**src/rtl/fbg_pkg.sv**
```systemverilog
package fbg_pkg;
  typedef enum logic [2:0] {
    OP_READ    = 3'd0,
    OP_PROG    = 3'd1,
    OP_ERASE   = 3'd2,
    OP_SUSPEND = 3'd3,
    OP_RESUME  = 3'd4,
    OP_CLEAR   = 3'd5
  } op_e;

  typedef struct packed {
    logic accept;
    logic reject;
    logic readStat;
    logic startProg;
    logic startErase;
    logic suspProg;
    logic suspErase;
    logic resumeProg;
    logic resumeErase;
    logic finishProg;
    logic finishErase;
    logic setSeqErr;
    logic setConflictErr;
    logic clearErr;
  } strobe_t;
endpackage

```
**src/rtl/fbg_decode.sv**
```systemverilog
module fbg_decode #(
  parameter int BANK_W   = 4,
  parameter int BANK_AW  = 18,
  parameter int MAIN_AW  = 15,
  parameter int PARAM_AW = 12,
  parameter bit TOP_BOOT = 1'b1,
  localparam int ADDR_W  = BANK_W + BANK_AW,
  localparam int MIDX_W  = BANK_AW - MAIN_AW,
  localparam int PIDX_W  = MAIN_AW - PARAM_AW,
  localparam int SUBL_W  = (MIDX_W > PIDX_W) ? MIDX_W : PIDX_W,
  localparam int KEY_W   = BANK_W + SUBL_W + 1
) (
  input  logic [ADDR_W-1:PARAM_AW] addrHi,
  output logic [KEY_W-1:0]         blockKey
);
  localparam int PARAM_BANK   = TOP_BOOT ? (2**BANK_W - 1) : 0;
  localparam int PARAM_REGION = TOP_BOOT ? (2**MIDX_W - 1) : 0;

  logic [BANK_W-1:0] bankIdx;
  logic [MIDX_W-1:0] mainIdx;
  logic [PIDX_W-1:0] paramIdx;
  logic              inParam;

  assign bankIdx  = addrHi[ADDR_W-1:BANK_AW];
  assign mainIdx  = addrHi[BANK_AW-1:MAIN_AW];
  assign paramIdx = addrHi[MAIN_AW-1:PARAM_AW];
  assign inParam  = (bankIdx == BANK_W'(PARAM_BANK)) && (mainIdx == MIDX_W'(PARAM_REGION));

  always_comb begin
    if (inParam) blockKey = {bankIdx, 1'b1, SUBL_W'(paramIdx)};
    else         blockKey = {bankIdx, 1'b0, SUBL_W'(mainIdx)};
  end
endmodule

```
**src/rtl/fbg_ctrl.sv**
```systemverilog
module fbg_ctrl
  import fbg_pkg::*;
#(
  parameter int KEY_W  = 8,
  parameter int BANK_W = 4
) (
  input  logic             cmdValid,
  input  logic [2:0]       cmdOp,
  input  logic [KEY_W-1:0] blockKey,
  input  logic             opDone,
  input  logic             progValid,
  input  logic             progSusp,
  input  logic [KEY_W-1:0] progKey,
  input  logic             eraseValid,
  input  logic             eraseSusp,
  input  logic [KEY_W-1:0] eraseKey,
  output strobe_t          stb
);
  logic              progRun, eraseRun, anyRun;
  logic [BANK_W-1:0] runBank, reqBank;

  assign progRun  = progValid && !progSusp;
  assign eraseRun = eraseValid && !eraseSusp;
  assign anyRun   = progRun || eraseRun;
  assign runBank  = progRun ? progKey[KEY_W-1 -: BANK_W] : eraseKey[KEY_W-1 -: BANK_W];
  assign reqBank  = blockKey[KEY_W-1 -: BANK_W];

  always_comb begin
    stb = '0;
    if (cmdValid) begin
      unique case (cmdOp)
        OP_READ: begin
          stb.accept   = 1'b1;
          stb.readStat = (anyRun && reqBank == runBank)
                      || (progValid && progSusp && blockKey == progKey)
                      || (eraseValid && eraseSusp && blockKey == eraseKey);
        end
        OP_PROG: begin
          if (!progValid && !eraseRun && !(eraseValid && blockKey == eraseKey)) begin
            stb.accept    = 1'b1;
            stb.startProg = 1'b1;
          end else begin
            stb.reject         = 1'b1;
            stb.setConflictErr = 1'b1;
          end
        end
        OP_ERASE: begin
          if (!progValid && !eraseValid) begin
            stb.accept     = 1'b1;
            stb.startErase = 1'b1;
          end else begin
            stb.reject         = 1'b1;
            stb.setConflictErr = 1'b1;
          end
        end
        OP_SUSPEND: begin
          if (progRun) begin
            stb.accept   = 1'b1;
            stb.suspProg = 1'b1;
          end else if (eraseRun) begin
            stb.accept    = 1'b1;
            stb.suspErase = 1'b1;
          end else begin
            stb.reject    = 1'b1;
            stb.setSeqErr = 1'b1;
          end
        end
        OP_RESUME: begin
          if (progValid && progSusp) begin
            stb.accept     = 1'b1;
            stb.resumeProg = 1'b1;
          end else if (eraseValid && eraseSusp && !progValid) begin
            stb.accept      = 1'b1;
            stb.resumeErase = 1'b1;
          end else begin
            stb.reject    = 1'b1;
            stb.setSeqErr = 1'b1;
          end
        end
        OP_CLEAR: begin
          stb.accept   = 1'b1;
          stb.clearErr = 1'b1;
        end
        default: stb.reject = 1'b1;
      endcase
    end else if (opDone) begin
      stb.finishProg  = progRun;
      stb.finishErase = eraseRun && !progRun;
    end
  end
endmodule

```
**src/rtl/fbg_datapath.sv**
```systemverilog
module fbg_datapath
  import fbg_pkg::*;
#(
  parameter int KEY_W     = 8,
  parameter int BANK_W    = 4,
  localparam int NUM_BANKS = 2**BANK_W
) (
  input  logic                 clk,
  input  logic                 rstN,
  input  strobe_t              stb,
  input  logic [KEY_W-1:0]     blockKey,
  output logic                 progValid,
  output logic                 progSusp,
  output logic [KEY_W-1:0]     progKey,
  output logic                 eraseValid,
  output logic                 eraseSusp,
  output logic [KEY_W-1:0]     eraseKey,
  output logic                 cmdAccept,
  output logic                 cmdReject,
  output logic                 readFromStatus,
  output logic [NUM_BANKS-1:0] bankBusy,
  output logic [7:0]           status
);
  logic seqErr, conflictErr, progRun, eraseRun;

  always_ff @(posedge clk or negedge rstN) begin
    if (!rstN) begin
      progValid <= 1'b0; progSusp <= 1'b0; progKey <= '0;
      eraseValid <= 1'b0; eraseSusp <= 1'b0; eraseKey <= '0;
      cmdAccept <= 1'b0; cmdReject <= 1'b0; readFromStatus <= 1'b0;
      seqErr <= 1'b0; conflictErr <= 1'b0;
    end else begin
      cmdAccept      <= stb.accept;
      cmdReject      <= stb.reject;
      readFromStatus <= stb.readStat;
      if (stb.startProg) begin
        progValid <= 1'b1; progSusp <= 1'b0; progKey <= blockKey;
      end
      if (stb.suspProg)   progSusp  <= 1'b1;
      if (stb.resumeProg) progSusp  <= 1'b0;
      if (stb.finishProg) progValid <= 1'b0;
      if (stb.startErase) begin
        eraseValid <= 1'b1; eraseSusp <= 1'b0; eraseKey <= blockKey;
      end
      if (stb.suspErase)   eraseSusp  <= 1'b1;
      if (stb.resumeErase) eraseSusp  <= 1'b0;
      if (stb.finishErase) eraseValid <= 1'b0;
      if (stb.clearErr) begin
        seqErr <= 1'b0; conflictErr <= 1'b0;
      end else begin
        if (stb.setSeqErr)      seqErr      <= 1'b1;
        if (stb.setConflictErr) conflictErr <= 1'b1;
      end
    end
  end

  assign progRun  = progValid && !progSusp;
  assign eraseRun = eraseValid && !eraseSusp;

  for (genvar b = 0; b < NUM_BANKS; b++) begin : g_busy
    assign bankBusy[b] = (progRun  && progKey[KEY_W-1 -: BANK_W]  == BANK_W'(b))
                      || (eraseRun && eraseKey[KEY_W-1 -: BANK_W] == BANK_W'(b));
  end

  assign status = {!(progRun || eraseRun), 1'b0, conflictErr, seqErr, 1'b0,
                   eraseValid && eraseSusp, progValid && progSusp, 1'b0};

  assert_one_bank_R4: assert property (@(posedge clk) disable iff (!rstN) $onehot0(bankBusy));
  assert_nested_under_erase_R6: assert property (@(posedge clk) disable iff (!rstN)
    (progValid && eraseValid) |-> eraseSusp);
  assert_ready_vs_busy_R3: assert property (@(posedge clk) disable iff (!rstN)
    status[7] == (bankBusy == '0));
  assert_one_answer_R3: assert property (@(posedge clk) disable iff (!rstN)
    !(cmdAccept && cmdReject));
  assert_seq_sticky_R11: assert property (@(posedge clk) disable iff (!rstN)
    (seqErr && !stb.clearErr) |=> seqErr);
  assert_conflict_sticky_R11: assert property (@(posedge clk) disable iff (!rstN)
    (conflictErr && !stb.clearErr) |=> conflictErr);
endmodule

```
**src/rtl/flash_bank_guard.sv**
```systemverilog
module flash_bank_guard
  import fbg_pkg::*;
#(
  parameter int BANK_W   = 4,
  parameter int BANK_AW  = 18,
  parameter int MAIN_AW  = 15,
  parameter int PARAM_AW = 12,
  parameter bit TOP_BOOT = 1'b1,
  localparam int NUM_BANKS = 2**BANK_W,
  localparam int ADDR_W    = BANK_W + BANK_AW,
  localparam int MIDX_W    = BANK_AW - MAIN_AW,
  localparam int PIDX_W    = MAIN_AW - PARAM_AW,
  localparam int KEY_W     = BANK_W + 1 + ((MIDX_W > PIDX_W) ? MIDX_W : PIDX_W)
) (
  input  logic                 clk,
  input  logic                 rstN,
  input  logic                 cmdValid,
  input  logic [2:0]           cmdOp,
  input  logic [ADDR_W-1:0]    cmdAddr,
  input  logic                 opDone,
  output logic                 cmdAccept,
  output logic                 cmdReject,
  output logic                 readFromStatus,
  output logic [NUM_BANKS-1:0] bankBusy,
  output logic                 progSuspended,
  output logic                 eraseSuspended,
  output logic [7:0]           status
);
  logic [KEY_W-1:0] blockKey, progKey, eraseKey;
  logic             progValid, progSusp, eraseValid, eraseSusp;
  strobe_t          stb;

  fbg_decode #(.BANK_W(BANK_W), .BANK_AW(BANK_AW), .MAIN_AW(MAIN_AW),
               .PARAM_AW(PARAM_AW), .TOP_BOOT(TOP_BOOT)) i_decode (
    .addrHi(cmdAddr[ADDR_W-1:PARAM_AW]), .blockKey(blockKey));

  fbg_ctrl #(.KEY_W(KEY_W), .BANK_W(BANK_W)) i_ctrl (
    .cmdValid(cmdValid), .cmdOp(cmdOp), .blockKey(blockKey), .opDone(opDone),
    .progValid(progValid), .progSusp(progSusp), .progKey(progKey),
    .eraseValid(eraseValid), .eraseSusp(eraseSusp), .eraseKey(eraseKey), .stb(stb));

  fbg_datapath #(.KEY_W(KEY_W), .BANK_W(BANK_W)) i_datapath (
    .clk(clk), .rstN(rstN), .stb(stb), .blockKey(blockKey),
    .progValid(progValid), .progSusp(progSusp), .progKey(progKey),
    .eraseValid(eraseValid), .eraseSusp(eraseSusp), .eraseKey(eraseKey),
    .cmdAccept(cmdAccept), .cmdReject(cmdReject), .readFromStatus(readFromStatus),
    .bankBusy(bankBusy), .status(status));

  assign progSuspended  = progValid && progSusp;
  assign eraseSuspended = eraseValid && eraseSusp;

  assert_read_taken_R5: assert property (@(posedge clk) disable iff (!rstN)
    (cmdValid && cmdOp == OP_READ) |=> cmdAccept);
  assert_bad_resume_R10: assert property (@(posedge clk) disable iff (!rstN)
    (cmdValid && cmdOp == OP_RESUME && !progSuspended && !eraseSuspended) |=> (cmdReject && status[4]));
  assert_bad_suspend_R10: assert property (@(posedge clk) disable iff (!rstN)
    (cmdValid && cmdOp == OP_SUSPEND && status[7]) |=> (cmdReject && status[4]));
endmodule

```
**config.mk**
```make
export PLATFORM = sky130hd
export DESIGN_NAME = flash_bank_guard
export DESIGN_NICKNAME = d
export VERILOG_FILES = /design/src/rtl/fbg_pkg.sv /design/src/rtl/fbg_decode.sv /design/src/rtl/fbg_ctrl.sv /design/src/rtl/fbg_datapath.sv /design/src/rtl/flash_bank_guard.sv
export SDC_FILE = /design/constraint.sdc
export NUM_CORES = 1
export LEC_CHECK = 0
export BUFFER_PORTS_ARGS = -buffer_cell sky130_fd_sc_hd__buf_2
export CAP_MARGIN = 20
export CELL_PAD_IN_SITES_DETAIL_PLACEMENT = 0
export CELL_PAD_IN_SITES_GLOBAL_PLACEMENT = 1
export CORE_MARGIN = 2
export CORE_UTILIZATION = 41
export CTS_BUF_LIST = sky130_fd_sc_hd__clkbuf_4 sky130_fd_sc_hd__clkbuf_8 sky130_fd_sc_hd__clkbuf_16
export CTS_CLUSTER_SIZE = 20
export DETAILED_ROUTE_END_ITERATION = 10
export HOLD_SLACK_MARGIN = 0.1
export PLACE_DENSITY_LB_ADDON = 0.1
export RECOVER_POWER = 25
export SLEW_MARGIN = 20
export SYNTH_ARGS = -nofsm -noshare
export SYNTH_HDL_FRONTEND = slang
export SYNTH_SLANG_ARGS = --single-unit
```
**constraint.sdc**
```tcl
create_clock -name clk -period 3 [get_ports clk]
set_input_delay 0.15 -clock clk [delete_from_list [all_inputs] [get_ports clk]]
set_output_delay 0.15 -clock clk [all_outputs]
set_load 0.05 [all_outputs]
```
# Word level (Yosys, flattened, before mapping)
# Index checks and enable logic that the tools add are counted.
word_totals:
  regBits: 25
  latch_bits: 0
  ram_bits: 0
  romBits: 0
  inputBits: 29
  output_inout_bits: 29
  wordCells: 180
  memories: 0
op_classes:
  n_addsub: 0
  mul: 0
  div_mod_pow: 0
  magnitude_cmp: 0
  n_eq_ne: 40
  shifts: 0
  muxes: 46
  n_bitwise: 0
  n_reduce_logical: 83
ops:
  columns: ["op", "n"]
  rows:
  - ["4-bit equality test (second input constant)", 17]
  - ["1-bit logical AND", 46]
  - ["1-bit 2-to-1 mux", 34]
  - ["4-bit by 3-bit equality test with 1-bit output (second input constant)", 8]
  - ["1-bit logical OR", 19]
  - ["4-bit by 2-bit equality test with 1-bit output (second input constant)", 4]
  - ["8-bit equality test", 2]
  - ["1-bit case mux with 5 select lines", 2]
  - ["3-bit equality test (second input constant)", 3]
  - ["9-bit 2-to-1 mux", 1]
  - ["4-bit by 1-bit equality test with 1-bit output (second input constant)", 2]
  - ["1-bit logical NOT", 8]
  - ["4-bit logical NOT", 2]
  - ["2-bit 2-to-1 mux", 4]
  - ["4-bit 2-to-1 mux", 2]
  - ["2-bit nonzero test", 4]
  - ["3-bit by 2-bit equality test with 1-bit output (second input constant)", 2]
  - ["3-bit nonzero test", 2]
  - ["4-bit equality test", 1]
  - ["1-bit case mux with 2 select lines", 2]
  - ["3-bit by 1-bit equality test with 1-bit output (second input constant)", 1]
  - ["3-bit logical NOT", 1]
  - ["3-bit 2-to-1 mux", 1]
  - ["2-bit OR reduction", 1]

# Depth between registers and ports, before layout
logic_depth:
  word_depth: 13
  mapped_depth: 8
  depth_no_buf: 6

# Modules after synthesis
# From an unflattened synthesis, not the netlist that was laid out.
unflattened:
  hier_cells: 205
  hier_area_um2: 1866.8
modules_own_cells:
  columns: ["module", "instances", "cells_each", "area_each_um2", "seq_area_each_um2"]
  rows:
  - ["fbg_datapath", 1, 104, 1191.1, 625.6]
  - ["fbg_ctrl", 1, 85, 563.0, 0.0]
  - ["fbg_decode", 1, 14, 100.1, 0.0]
  - ["flash_bank_guard", 1, 2, 12.5, 0.0]

# Worst setup path after synthesis
# Ideal clock, no wire load.
synth_path:
  path_kind: "reg-to-output"
  start: "register i_datapath.progValid"
  end: "output bankBusy[10]"
  t_arrival_ps: 1897
  required_ps: 2850
  path_slack_ps: 953
  stages_incl_launch_ff: 5
  path_buffers: 1
  path_cell_list: "dfrtp_1 clkbuf_1 nand2b_1 or3_1 o22ai_1"
synth_between:
  elab_chain_len: 3
synth_lines:
  columns: ["item", "line_no", "text"]
  rows:
  - ["start, declared", "fbg_datapath.sv:12", "output logic progValid,"]
  - ["start signal, assigned", "fbg_datapath.sv:28", "progValid <= 1'b0; progSusp <= 1'b0; progKey <= '0;"]
  - ["start signal, assigned", "fbg_datapath.sv:37", "progValid <= 1'b1; progSusp <= 1'b0; progKey <= blockKey;"]
  - ["start signal, assigned", "fbg_datapath.sv:41", "if (stb.finishProg) progValid <= 1'b0;"]
  - ["1-bit logical AND", "fbg_datapath.sv:57", "assign progRun = progValid && !progSusp;"]
  - ["1-bit logical AND", "fbg_datapath.sv:61", "assign bankBusy[b] = (progRun && progKey[KEY_W-1 -: BANK_W] == BANK_W'(b))"]
  - ["1-bit logical OR", "fbg_datapath.sv:62", "|| (eraseRun && eraseKey[KEY_W-1 -: BANK_W] == BANK_W'(b));"]
  - ["end, declared", "flash_bank_guard.sv:24", "output logic [NUM_BANKS-1:0] bankBusy,"]
# Every way passes these cells.

# Worst setup path in the final report
layout_path:
  start: "register i_datapath.progValid"
  end: "output bankBusy[6]"
# Same word-level chain as after synthesis.

==> impl_metrics.py <==
metrics = {
    "clock_network": {
        "ctsHtreeMaxLevel": 1,
        "path_clk_slew_ns": 0.10,
        "cts_tree": "done",
        "clkSinkCount": 25,
        "cts-root-buf": "clkbuf_8",
        "cts-buffers-inserted": 3,
        "cts.path.max_buffers": 2,
        "clkLatencyLatePin_ns": 0.28,
    },
    "setup_path": {
        "path_cells": "nor2b_1, buf_4, nand3_1, o22ai_1, buf_2",
        "worstRegToRegCells": 6,
        "max_stage_delay_ns": 0.53,
        "end_kind": "primary output",
        "required_ns": 2.85,
        "crit_slowest_cell": "dfrtp_1",
        "critPathKind": "reg2out",
        "reg2reg_slack_ns": 0.86,
        "r2r-start": "i_datapath.progValid",
        "timing.rr.end": "i_datapath.readFromStatus",
        "cp_max_fo": 11,
        "arrival_ns": 2.11,
        "start_kind": "flip-flop",
        "cp-startpoint": "i_datapath.progValid",
    },
    "timing": {
        "finalMaxSlewViolations": 0,
        "hold_viol": 0,
        "worstMarginPinSlew_ns": 1.385,
        "rsz0062_at_grt": "false",
        "max_freq_mhz": 442.2,
        "setup_ws_ns": 0.7384,
        "maxSlewHeadroom_pct": 7.664,
        "tns_ns": 0,
        "fin_crit_ns": 2.262,
        "setup_viol": 0,
        "finClkSkew_ns": 0.002914,
        "period_share_pct": 75.39,
    },
    "floorplan": {
        "rows": 25,
        "die_w_um": 73.15,
        "io_pins": 58,
        "dieHeight_um": 73.15,
        "core_region_area_um2": 4661,
        "start_util_pct": 42.07,
        "dieArea_um2": 5351,
    },
    "route": {
        "drt_first_iter_violations": 77,
        "drc": 0,
        "vias_per_cell": 5.432,
        "vias": 1722,
        "routed_wl_mm": 4.902,
        "dr.pass1.iters": 4,
        "routedWlPerCell_um": 15.46,
        "ant_nets": 0,
    },
    "finish": {
        "largestRegisters": "i_datapath.eraseKey: 8 flops, i_datapath.progKey: 8 flops",
        "final_layout_size_suffix_gt1_share_pct": 25.86,
        "antenna-diode-count": 0,
        "nets": 293,
        "layout_common_cells": "buf_2 (41), dfrtp_1 (25), nand2_1 (21), o22ai_1 (17), nor2_1 (14)",
        "multi_input_area_um2": 1154,
        "area_growth_pct": 11.49,
        "nFillCells": 501,
        "seqCellArea_um2": 625.6,
        "final_common_cell": "buf_2",
    },
    "place": {
        "dpl.hpwl_mm": 3.727,
        "place_ws_ns": 0.9514,
        "io_buffer_count": 42,
        "place.gp.congestion": 0.8186,
    },
    "worst_hold_path": {
        "hold_class": "in2reg",
        "whs_path_depth": 2,
        "hold_path_end": "i_datapath.cmdReject",
        "hold_start": "cmdValid",
    },
    "status": {
        "status": "completed",
    },
    "synthesis": {
        "netlist_area_um2": 1961,
        "ys_seq_elements": 25,
        "synth_top_family_by_area": "simple AND/OR/NAND/NOR gates",
        "synth_cell_types": 49,
        "yosys_warnings": 0,
        "synth-edff-count": 0,
        "muxShareOfSynthArea_pct": 7.658,
        "synth-xor-area-share_pct": 5.743,
        "synth-compound-area-share_pct": 20.74,
        "syn_inst": 233,
        "synth-seq-area-share_pct": 31.91,
        "yosys.area_share.simple_pct": 24.12,
        "synthAdderAreaFrac_pct": 0,
        "postSynth.asyncResetShare_pct": 100.0,
        "avgSynthCellArea_um2": 8.415,
        "synth_flop_cell": "dfrtp_1",
    },
    "pwr": {
        "power.density_nw_per_um2": 583.7,
        "ir_worst_vdd_v": 0.0003432,
        "p_leak_uw": 0.001008,
    },
    "grt": {
        "grt_overflow": 0,
        "grt_pass1_wl_mm": 7.990,
        "antenna_found_initial": 0,
        "grt_max_degree": 26,
        "first_global_vias": 1620,
        "grt_use_total_pct": 19.06,
    },
    "job": {
        "drv_cap": 0,
    },
}
kinds of logic after synthesis:
kind of cell              after synthesis
other                                   1
AOI/OAI and AO/OA                      60
xor gates and xnor gates               12
buffers and inverters                  35
muxes                                  13
and+or+nand+nor                        87
DFF                                    25
stage by stage:
step / hold WS [ns] / area, um2 / total power, uW / util (%) / instances
3_5_place_dp: 0.1910 / 2128 / 1066 / 45.66 / 312
2_1_floorplan: -0.1456 / 1968 / 952.0 / - / 235
3_3_place_gp: 0.1962 / 2128 / 1064 / 45.66 / 312
6_report: 0.1702 / 2186 / 1276 / 46.90 / 317
5_1_grt: 0.1786 / 2186 / 1364 / 46.90 / 317
4_1_cts: 0.1585 / 2187 / 1287 / 46.93 / 317
metal layers:
layer	part of all wire (%)	vias to the layer above	track usage [%]	wire, um
met3	3.8	2	3.315	185
met1	49	804	26.24	2411
li1	-	883	-	-
met2	46	33	31.33	2278
met4	0.53	0	3.909	26
met5	0	-	0	0
worst max path at each step:
stage	endpoint	slack (ns)	cells past startpoint
floorplan	bankBusy[10]	0.95	4
global placement	i_datapath.readFromStatus	0.93	6
detailed placement	i_datapath.readFromStatus	0.95	6
CTS	bankBusy[5]	0.75	5
global route	bankBusy[5]	0.59	5
finish	bankBusy[6]	0.74	5
power breakdown:
part / switching, uW / internal, uW / total, uW
registers: 115 / 412 / 527
logic: 333 / 201 / 534
clock network: 121 / 94.4 / 215
total: 568 / 708 / 1280
Yosys cell counts (2+ instances only):
| library cell | n | area share (%) |
|---|---|---|
| dfrtp_1 | 25 | 32 |
| nand2_1 | 21 | 4.0 |
| o22ai_1 | 17 | 5.4 |
| nor2_1 | 14 | 2.7 |
| inv_1 | 13 | 2.5 |
| o21ai_0 | 13 | 3.3 |
| nand2b_1 | 11 | 3.5 |
| buf_4 | 9 | 3.4 |
| clkbuf_1 | 9 | 1.7 |
| nand3_1 | 9 | 2.3 |
| a21oi_1 | 8 | 2.0 |
| mux2i_1 | 6 | 3.1 |
| xnor2_1 | 6 | 2.7 |
| nor3_1 | 5 | 1.3 |
| or3_1 | 5 | 1.6 |
| xor2_1 | 5 | 2.2 |
| nand3b_1 | 4 | 1.5 |
| buf_6 | 3 | 1.7 |
| mux2_2 | 3 | 1.7 |
| mux2_4 | 3 | 2.3 |
| nor2b_1 | 3 | 0.96 |
| nor4_1 | 3 | 0.96 |
| o2111ai_1 | 3 | 1.3 |
| o21a_1 | 3 | 1.1 |
| o21ai_1 | 3 | 0.77 |
| or2_2 | 3 | 0.96 |
| and3_1 | 2 | 0.64 |
| nand4_2 | 2 | 1.3 |
| o31ai_1 | 2 | 0.77 |
final cells by class:
cell class	instances	area share, %
Timing Repair Buffer	46	11.05
Tap cell	54	3.091
Multi-Input combinational cell	175	52.78
Sequential cell	25	28.62
Clock buffer	3	1.889
Inverter	13	2.232
Clock inverter	1	0.3434
critical path, delay by kind of cell, from the launching register on:
family                 cells  cell delay (ns)
buffers and inverters      2             0.53
AO/OA/AOI/OAI              1             0.19
flip-flops                 1             0.53
AND/OR/NAND/NOR            2             0.58
timing repair:
action	CTS	global route
endpoints found under the hold margin	25	0
hold buffers	1	0
setup buffers	0	0
gates resized for setup	0	0
(Power assumes the default switching activity.)
